$ cat src/rtl/lpm_pkg.sv
package lpm_pkg;
  typedef enum logic [2:0] {
    M_RUN     = 3'd0,
    M_LPRUN   = 3'd1,
    M_SLEEP   = 3'd2,
    M_LPSLEEP = 3'd3,
    M_STOP    = 3'd4,
    M_STANDBY = 3'd5
  } lpm_mode_e;

  typedef enum logic {
    WK_IRQ = 1'b0,
    WK_EVT = 1'b1
  } wake_kind_e;

  typedef struct packed {
    logic cpu;
    logic flash;
    logic periph;
    logic reg_lp;
    logic core_pwr;
  } gate_t;
endpackage

$ cat src/rtl/lpm_entry_decode.sv
module lpm_entry_decode
  import lpm_pkg::*;
(
  input  logic       active,
  input  logic       wfi_req,
  input  logic       wfe_req,
  input  logic       exc_ret,
  input  logic       sleep_on_exit,
  input  logic       irq_any,
  input  logic       lp_reg_sel,
  input  logic       deep_sel,
  input  logic       standby_sel,
  output logic       enter,
  output wake_kind_e kind,
  output lpm_mode_e  target
);
  logic irq_wait;

  // interrupt-wait wins over event-wait when both arrive together
  assign irq_wait = wfi_req | (exc_ret & sleep_on_exit);
  assign kind     = irq_wait ? WK_IRQ : WK_EVT;

  always_comb begin
    if (!active)       enter = 1'b0;
    else if (irq_wait) enter = !irq_any;
    else               enter = wfe_req;
  end

  always_comb begin
    if (deep_sel && standby_sel) target = M_STANDBY;
    else if (deep_sel)           target = M_STOP;
    else if (lp_reg_sel)         target = M_LPSLEEP;
    else                         target = M_SLEEP;
  end
endmodule

$ cat src/rtl/lpm_wake_detect.sv
module lpm_wake_detect
  import lpm_pkg::*;
#(
  parameter int NIRQ = 32
) (
  input  logic [NIRQ-1:0] irq_pend,
  input  logic            wake_evt,
  input  logic            asleep,
  input  wake_kind_e      kind,
  output logic            irq_any,
  output logic            wake
);
  assign irq_any = |irq_pend;

  always_comb begin
    if (!asleep)              wake = 1'b0;
    else if (kind == WK_IRQ)  wake = irq_any;
    else                      wake = wake_evt;
  end
endmodule

$ cat src/rtl/lpm_gate_decode.sv
module lpm_gate_decode
  import lpm_pkg::*;
(
  input  lpm_mode_e mode,
  output gate_t     gates
);
  always_comb begin
    unique case (mode)
      M_RUN:     gates = '{cpu: 1'b1, flash: 1'b1, periph: 1'b1, reg_lp: 1'b0, core_pwr: 1'b1};
      M_LPRUN:   gates = '{cpu: 1'b1, flash: 1'b1, periph: 1'b1, reg_lp: 1'b1, core_pwr: 1'b1};
      M_SLEEP:   gates = '{cpu: 1'b0, flash: 1'b1, periph: 1'b1, reg_lp: 1'b0, core_pwr: 1'b1};
      M_LPSLEEP: gates = '{cpu: 1'b0, flash: 1'b0, periph: 1'b1, reg_lp: 1'b1, core_pwr: 1'b1};
      M_STOP:    gates = '{cpu: 1'b0, flash: 1'b0, periph: 1'b0, reg_lp: 1'b1, core_pwr: 1'b1};
      M_STANDBY: gates = '{cpu: 1'b0, flash: 1'b0, periph: 1'b0, reg_lp: 1'b0, core_pwr: 1'b0};
      default:   gates = '{cpu: 1'b1, flash: 1'b1, periph: 1'b1, reg_lp: 1'b0, core_pwr: 1'b1};
    endcase
  end
endmodule

$ cat src/rtl/lpm_sequencer.sv
module lpm_sequencer
  import lpm_pkg::*;
#(
  parameter int NIRQ = 32
) (
  input  logic            clk,
  input  logic            rst_n,
  input  logic            wfi_req,
  input  logic            wfe_req,
  input  logic            exc_ret,
  input  logic            sleep_on_exit,
  input  logic            lp_reg_sel,
  input  logic            lp_run_sel,
  input  logic            deep_sel,
  input  logic            standby_sel,
  input  logic [NIRQ-1:0] irq_pend,
  input  logic            wake_evt,
  output logic            cpu_clk_en,
  output logic            flash_clk_en,
  output logic            periph_clk_en,
  output logic            reg_lp_req,
  output logic            core_pwr_en,
  output logic [2:0]      mode_code
);
  lpm_mode_e  mode_q, mode_d, target, run_mode;
  wake_kind_e kind_q, kind_d, ent_kind;
  logic       active, asleep, enter, wake, irq_any;
  gate_t      gates;

  assign active   = (mode_q == M_RUN) || (mode_q == M_LPRUN);
  assign asleep   = (mode_q == M_SLEEP) || (mode_q == M_LPSLEEP) || (mode_q == M_STOP);
  assign run_mode = (lp_reg_sel && lp_run_sel) ? M_LPRUN : M_RUN;

  lpm_wake_detect #(.NIRQ(NIRQ)) u_wake (
    .irq_pend (irq_pend),
    .wake_evt (wake_evt),
    .asleep   (asleep),
    .kind     (kind_q),
    .irq_any  (irq_any),
    .wake     (wake)
  );

  lpm_entry_decode u_entry (
    .active        (active),
    .wfi_req       (wfi_req),
    .wfe_req       (wfe_req),
    .exc_ret       (exc_ret),
    .sleep_on_exit (sleep_on_exit),
    .irq_any       (irq_any),
    .lp_reg_sel    (lp_reg_sel),
    .deep_sel      (deep_sel),
    .standby_sel   (standby_sel),
    .enter         (enter),
    .kind          (ent_kind),
    .target        (target)
  );

  always_comb begin
    mode_d = mode_q;
    kind_d = kind_q;
    unique case (mode_q)
      M_RUN, M_LPRUN: begin
        if (enter) begin
          mode_d = target;
          kind_d = ent_kind;
        end else begin
          mode_d = run_mode;
        end
      end
      M_SLEEP, M_LPSLEEP, M_STOP: begin
        if (wake) mode_d = run_mode;
      end
      M_STANDBY: mode_d = M_STANDBY;
      default:   mode_d = M_RUN;
    endcase
  end

  always_ff @(posedge clk or negedge rst_n) begin
    if (!rst_n) begin
      mode_q <= M_RUN;
      kind_q <= WK_IRQ;
    end else begin
      mode_q <= mode_d;
      kind_q <= kind_d;
    end
  end

  lpm_gate_decode u_gate (
    .mode  (mode_q),
    .gates (gates)
  );

  assign cpu_clk_en    = gates.cpu;
  assign flash_clk_en  = gates.flash;
  assign periph_clk_en = gates.periph;
  assign reg_lp_req    = gates.reg_lp;
  assign core_pwr_en   = gates.core_pwr;
  assign mode_code     = mode_q;

  a_r8_standby_sticky: assert property (@(posedge clk) disable iff (!rst_n)
    (mode_q == M_STANDBY) |=> (mode_q == M_STANDBY) && !core_pwr_en);

  a_r9_wait_with_irq_ignored: assert property (@(posedge clk) disable iff (!rst_n)
    active && (wfi_req || (exc_ret && sleep_on_exit)) && (|irq_pend)
      |=> (mode_code == 3'd0) || (mode_code == 3'd1));

  a_r4_event_sleep_holds: assert property (@(posedge clk) disable iff (!rst_n)
    asleep && (kind_q == WK_EVT) && !wake_evt |=> $stable(mode_q));

  a_r3_sleep_cpu_only: assert property (@(posedge clk) disable iff (!rst_n)
    (mode_code == 3'd2) |-> !cpu_clk_en && flash_clk_en && periph_clk_en && !reg_lp_req);

  a_r7_stop_all_gated: assert property (@(posedge clk) disable iff (!rst_n)
    (mode_code == 3'd4) |-> !cpu_clk_en && !flash_clk_en && !periph_clk_en && reg_lp_req && core_pwr_en);
endmodule

$ cat config.mk
export PLATFORM = sky130hd
export DESIGN_NAME = lpm_sequencer
export DESIGN_NICKNAME = d
export VERILOG_FILES = /design/src/rtl/lpm_pkg.sv /design/src/rtl/lpm_entry_decode.sv /design/src/rtl/lpm_wake_detect.sv /design/src/rtl/lpm_gate_decode.sv /design/src/rtl/lpm_sequencer.sv
export SDC_FILE = /design/constraint.sdc
export NUM_CORES = 1
export LEC_CHECK = 0
export BUFFER_PORTS_ARGS = -buffer_cell sky130_fd_sc_hd__buf_2
export CORE_ASPECT_RATIO = 0.8
export CORE_MARGIN = 4
export CORE_UTILIZATION = 25
export CTS_CLUSTER_DIAMETER = 50
export DETAILED_ROUTE_END_ITERATION = 10
export GPL_TIMING_DRIVEN = 1
export SETUP_SLACK_MARGIN = 0.1
export SLEW_MARGIN = 10
export SYNTH_ARGS = -nofsm -noshare
export SYNTH_HDL_FRONTEND = slang
export SYNTH_SLANG_ARGS = --single-unit
$ cat constraint.sdc
create_clock -name clk -period 3.9 [get_ports clk]
set_input_delay 0 -clock clk [delete_from_list [all_inputs] [get_ports clk]]
set_output_delay 0 -clock clk [all_outputs]
set_load 0.1 [all_outputs]
# After elaboration in Yosys (flattened, before gate mapping)
# Index checks and enable logic that the tools add are counted.
# word_totals
out_inout_bits	8
wordCells	34
ff_bits	4
input_bits	43
# classes
n_reduce_logical	11
eq_ne	6
muxes	13
bitwise	2
# ops
cell	count
$reduce_or 32->1	1
$pmux 5 s5	1
$mux 3	4
$pmux 3 s3	1
$mux 1	7
$eq 3x2->1 const B	2
$eq 3x3->1 const B	2
$eq 3x1->1 const B	1
$logic_not 3->1	1
$logic_or 1x1->1	3
$reduce_or 3->1	1
$logic_and 1x1->1	2
$ne 2x1->1 const B	1
$reduce_and 2->1	1
$reduce_or 2->1	1
$and 1x1->1	1
$logic_not 1->1	1
$or 1x1->1	1

# Depth between registers and ports, before layout
# logic_depth
word_depth	6
ltp_mapped	7
depth_no_buf	7

# By module
# Synthesis repeated with hierarchy kept, for this count alone.
# unflattened
cells_unflattened	51
hier_area_um2	429.2
# modules_own_cells
module	area_per_inst_um2	cells_per_inst	n_inst	seq_area_each_um2
lpm_sequencer	240.2	24	1	100.1
lpm_wake_detect	91.3	13	1	0.0
lpm_entry_decode	51.3	7	1	0.0
lpm_gate_decode	46.3	7	1	0.0

# Worst setup path after synthesis
# OpenSTA, ideal clock, no wires.
# synth_path
path_type	reg-to-output
from	register mode_q[2], in the netlist mode_code[2]
to	output port core_pwr_en
t_required_ns	3.900
stages_incl_launch_ff	5
slack_ns	-0.115
path_buffers	0
t_arrival_ns	4.015
cell_sequence	dfrtp_1 -> inv_1 -> nand2_1 -> o21ai_0 -> or2_2
# synth_via
elab_chain_len	2
word_cells_on_any_way	6
cone_classes	5 x eq/ne; 1 x mux
# synth_rtl
element	line_no	text
start, declared	lpm_sequencer.sv:25	lpm_mode_e mode_q, mode_d, target, run_mode;
start signal, assigned	lpm_sequencer.sv:83	mode_q <= mode_d;
$eq 3x3->1, or another cell as far along	lpm_gate_decode.sv:8	unique case (mode)
$pmux 5 s5 (*)	lpm_gate_decode.sv:8	
end, declared	lpm_sequencer.sv:22	output logic core_pwr_en,
# Every way passes the cells marked *; elsewhere a longest branch is shown, timed or not.

# Worst setup path in the final report
# layout_path
from	register mode_q[1], in the netlist mode_code[1]
to	output port core_pwr_en
# Same word-level chain as after synthesis.

==> impl_summary.log <==
INFO  metric outcome = completed
INFO  metric floorplan_die_height = 50.0 µm
INFO  metric port_buffers = 50
INFO  metric detailedPlace.worstSlack = 2.27 ns
INFO  metric drt-wirelength-per-cell = 12.6 µm
INFO  metric power.density = 322 nW/µm²
INFO  metric post_cts_resized = 0
INFO  metric clkLatencyLatePin = 0.24 ns
INFO  metric rows = 14
INFO  metric cts.root.buffer_cell = clkbuf_4
INFO  metric wl = 1810 µm
INFO  metric drt_iter0_drc = 19
INFO  metric syn_area_per_cell = 8.47 µm²
INFO  metric finalHoldViolCount = 0
INFO  metric detail_route.drc_violations = 0
INFO  metric fp.dieArea = 3020 µm²
INFO  metric worstSetupEndpointType = output pin
INFO  metric skew = 0.000265 ns
INFO  metric fin_ws = 2.01 ns
INFO  metric final_max_slew_viol_count = 0
INFO  metric yosysUniqueCellTypes = 31
INFO  metric postSynthCellCount = 65
INFO  metric fin_crit_sh = 48.4%
INFO  metric critical_path.startpoint_type = register
INFO  metric first_global_vias = 687
INFO  metric worst_ir_drop_vdd = 0.259 mV
INFO  metric layout.cells.most_common = buf_2
INFO  metric static-leakage-power = 0.420 nW
INFO  metric max_slew_margin = 67.8%
INFO  metric setup.worst_path.class = register to output pin
INFO  metric htree_levels = 1
INFO  metric hold_path.class = input pin to register
INFO  metric synth-seq-area-share = 18.2%
INFO  metric synth.net_count = 112
INFO  metric final-instance-count-excl-fill = 144
INFO  metric initial_utilization = 27.8%
INFO  metric grt_antenna_before_repair = 0
INFO  metric route.antenna.remaining_nets = 0
INFO  metric average_vias_per_placed_instance = 4.91
INFO  metric worst_ep_arrival_time = 1.89 ns
INFO  metric syn-cell-area = 551 µm²
INFO  metric grt_start_max_net_pins = 10
INFO  metric antenna_cells_inserted = 0
INFO  metric first_pass_grt_wire_length = 3060 µm
INFO  metric synth.ff_latch_count = 4
INFO  metric cap_viol_max_count = 0
INFO  metric drive_gt1_share = 53.3%
INFO  metric fin_nets = 169
INFO  metric finalSetupViolations = 0
INFO  metric max_slew.worst_pin.slew = 0.487 ns
INFO  metric last_weighted_congestion_value_of_the_routability_driven_placer = 0.767
INFO  metric synth.yosys.warnings = 0
INFO  metric post-route-cell-area = 873 µm²
INFO  metric layout.cells.most_common_list = buf_2 (50), inv_1 (5), nand2_1 (5), a21oi_1 (5)
INFO  metric cts_tree = done
INFO  metric cts-buffers-inserted = 3
INFO  metric firstDrtPassIters = 4
INFO  metric critical_path_rt = 3.90 ns
INFO  metric cts_sinks = 4
INFO  metric top_level_ports = 51
INFO  metric peak_fanout_along_the_critical_path = 9
INFO  metric groute.usage.overall = 13.1%
INFO  metric fp.dieW = 60.5 µm
INFO  metric detailed_place_hpwl = 1570 µm
INFO  metric dpl.cell_count = 139
INFO  metric syn_to_final_growth = 58.6%
INFO  metric dpl_cell_area = 831 µm²
INFO  metric ff2ff_setup_slack = 2.33 ns
INFO  metric globalRouteOverflowTotal = 0
INFO  metric grt_setup_unrepaired = false
INFO  metric setup_tns = 0 ns
INFO  metric period_minus_slack = 1.89 ns
INFO  metric core-area = 1980 µm²
INFO  metric num_vias = 707
INFO  metric fmax = 530 MHz
INFO  metric clk_pin_slew = 0.04 ns
INFO  metric whs = 0.0810 ns
INFO  metric clk_path_buf_depth = 2
[path summary, 6_finish.rpt]
kind	to	start	cells past startpoint
worst max-delay path	core_pwr_en	mode_code[1]$_DFFE_PN0P_	5
worst min-delay path	kind_q$_DFFE_PN0P_	wfi_req	3
worst max register to register	mode_code[2]$_DFFE_PN0P_	mode_code[2]$_DFFE_PN0P_	5
worst min register to register	kind_q$_DFFE_PN0P_	kind_q$_DFFE_PN0P_	2
max in group asynchronous	mode_code[1]$_DFFE_PN0P_	rst_n	2
min in group asynchronous	kind_q$_DFFE_PN0P_	rst_n	2
[worst max-delay path: stages (launching register included)]
cell and delay, ns:
dfrtp_1 0.48, inv_1 0.13, ha_1 0.35, o21ai_1 0.09, or2_2 0.30, buf_2 0.29
[synthesized netlist by cell type]
master	n	share of area, %
a21oi_1	5	4.5
inv_1	5	3.4
nand2_1	5	3.4
dfrtp_1	4	18
ha_1	4	9.1
nor4_2	4	9.1
o21ai_0	4	3.6
nand4_1	3	3.4
nor2_1	3	2.0
nor4_1	3	3.4
o31ai_1	3	4.1
nand3_1	2	1.8
nor3b_1	2	2.7
a21o_1	1	1.4
a31oi_1	1	1.1
and3_4	1	2.0
and3b_1	1	1.6
mux2_2	1	2.0
nand2b_1	1	1.1
nand3b_1	1	1.4
nand4_2	1	2.3
nor3_1	1	0.91
nor4_4	1	3.9
o211ai_1	1	1.4
o21bai_1	1	1.4
o221ai_1	1	1.6
o31ai_2	1	2.3
o32ai_2	1	3.0
or2_1	1	1.1
or2_2	1	1.1
xnor2_1	1	1.6
[state kept, by name, summed over array words and instances (netlist names)]
register / count
mode_code: 3
kind_q: 1
[through the flow]
stage | total power, mW | utilization (%)
floorplan | 0.180 | -
detailed placement | 0.227 | 42.0
global route | 0.301 | 44.1
global placement | 0.227 | 42.0
CTS | 0.285 | 44.1
finish | 0.281 | 44.1
[layer usage]
metal	wire length (µm)	global-route usage, %	part of all wire, %	vias to the layer above
li1	-	-	-	368
met1	793	18.5	44	317
met2	876	19.4	48	20
met3	129	4.18	7.1	2
met4	11	2.17	0.61	0
met5	0	0	0	-
[report_power, final]
group          switching [mW]  internal [mW]
logic                   0.122         0.0481
registers             0.00960         0.0479
clock network          0.0190         0.0346
[logic make-up (layout without fill, tap and decap cells)]
logic type / Yosys count / in the layout / share of synthesized area (%)
compound gates: 19 / 19 / 24.3
fa+ha+maj: 4 / 4 / 9.09
simple gates: 31 / 31 / 41.4
buf+inv: 5 / 60 / 3.41
xor+xnor: 1 / 1 / 1.59
mux: 1 / 1 / 2.05
flops: 4 / 4 / 18.2
[area by class of cell]
class	count	area, µm²
multi-input cells	56	432
repair buffers	52	270
fillers	208	1110
clock buffers	3	22.5
flip-flops and latches	4	100
inverters	5	18.8
well taps	24	30.0
[repair_timing]
action	CTS	global route
endpoints found under the setup margin	0	0
hold endpoints to repair	5	0
setup buffers	0	0
hold buffers	2	0
Note: power is estimated with default switching activity, not from simulation.
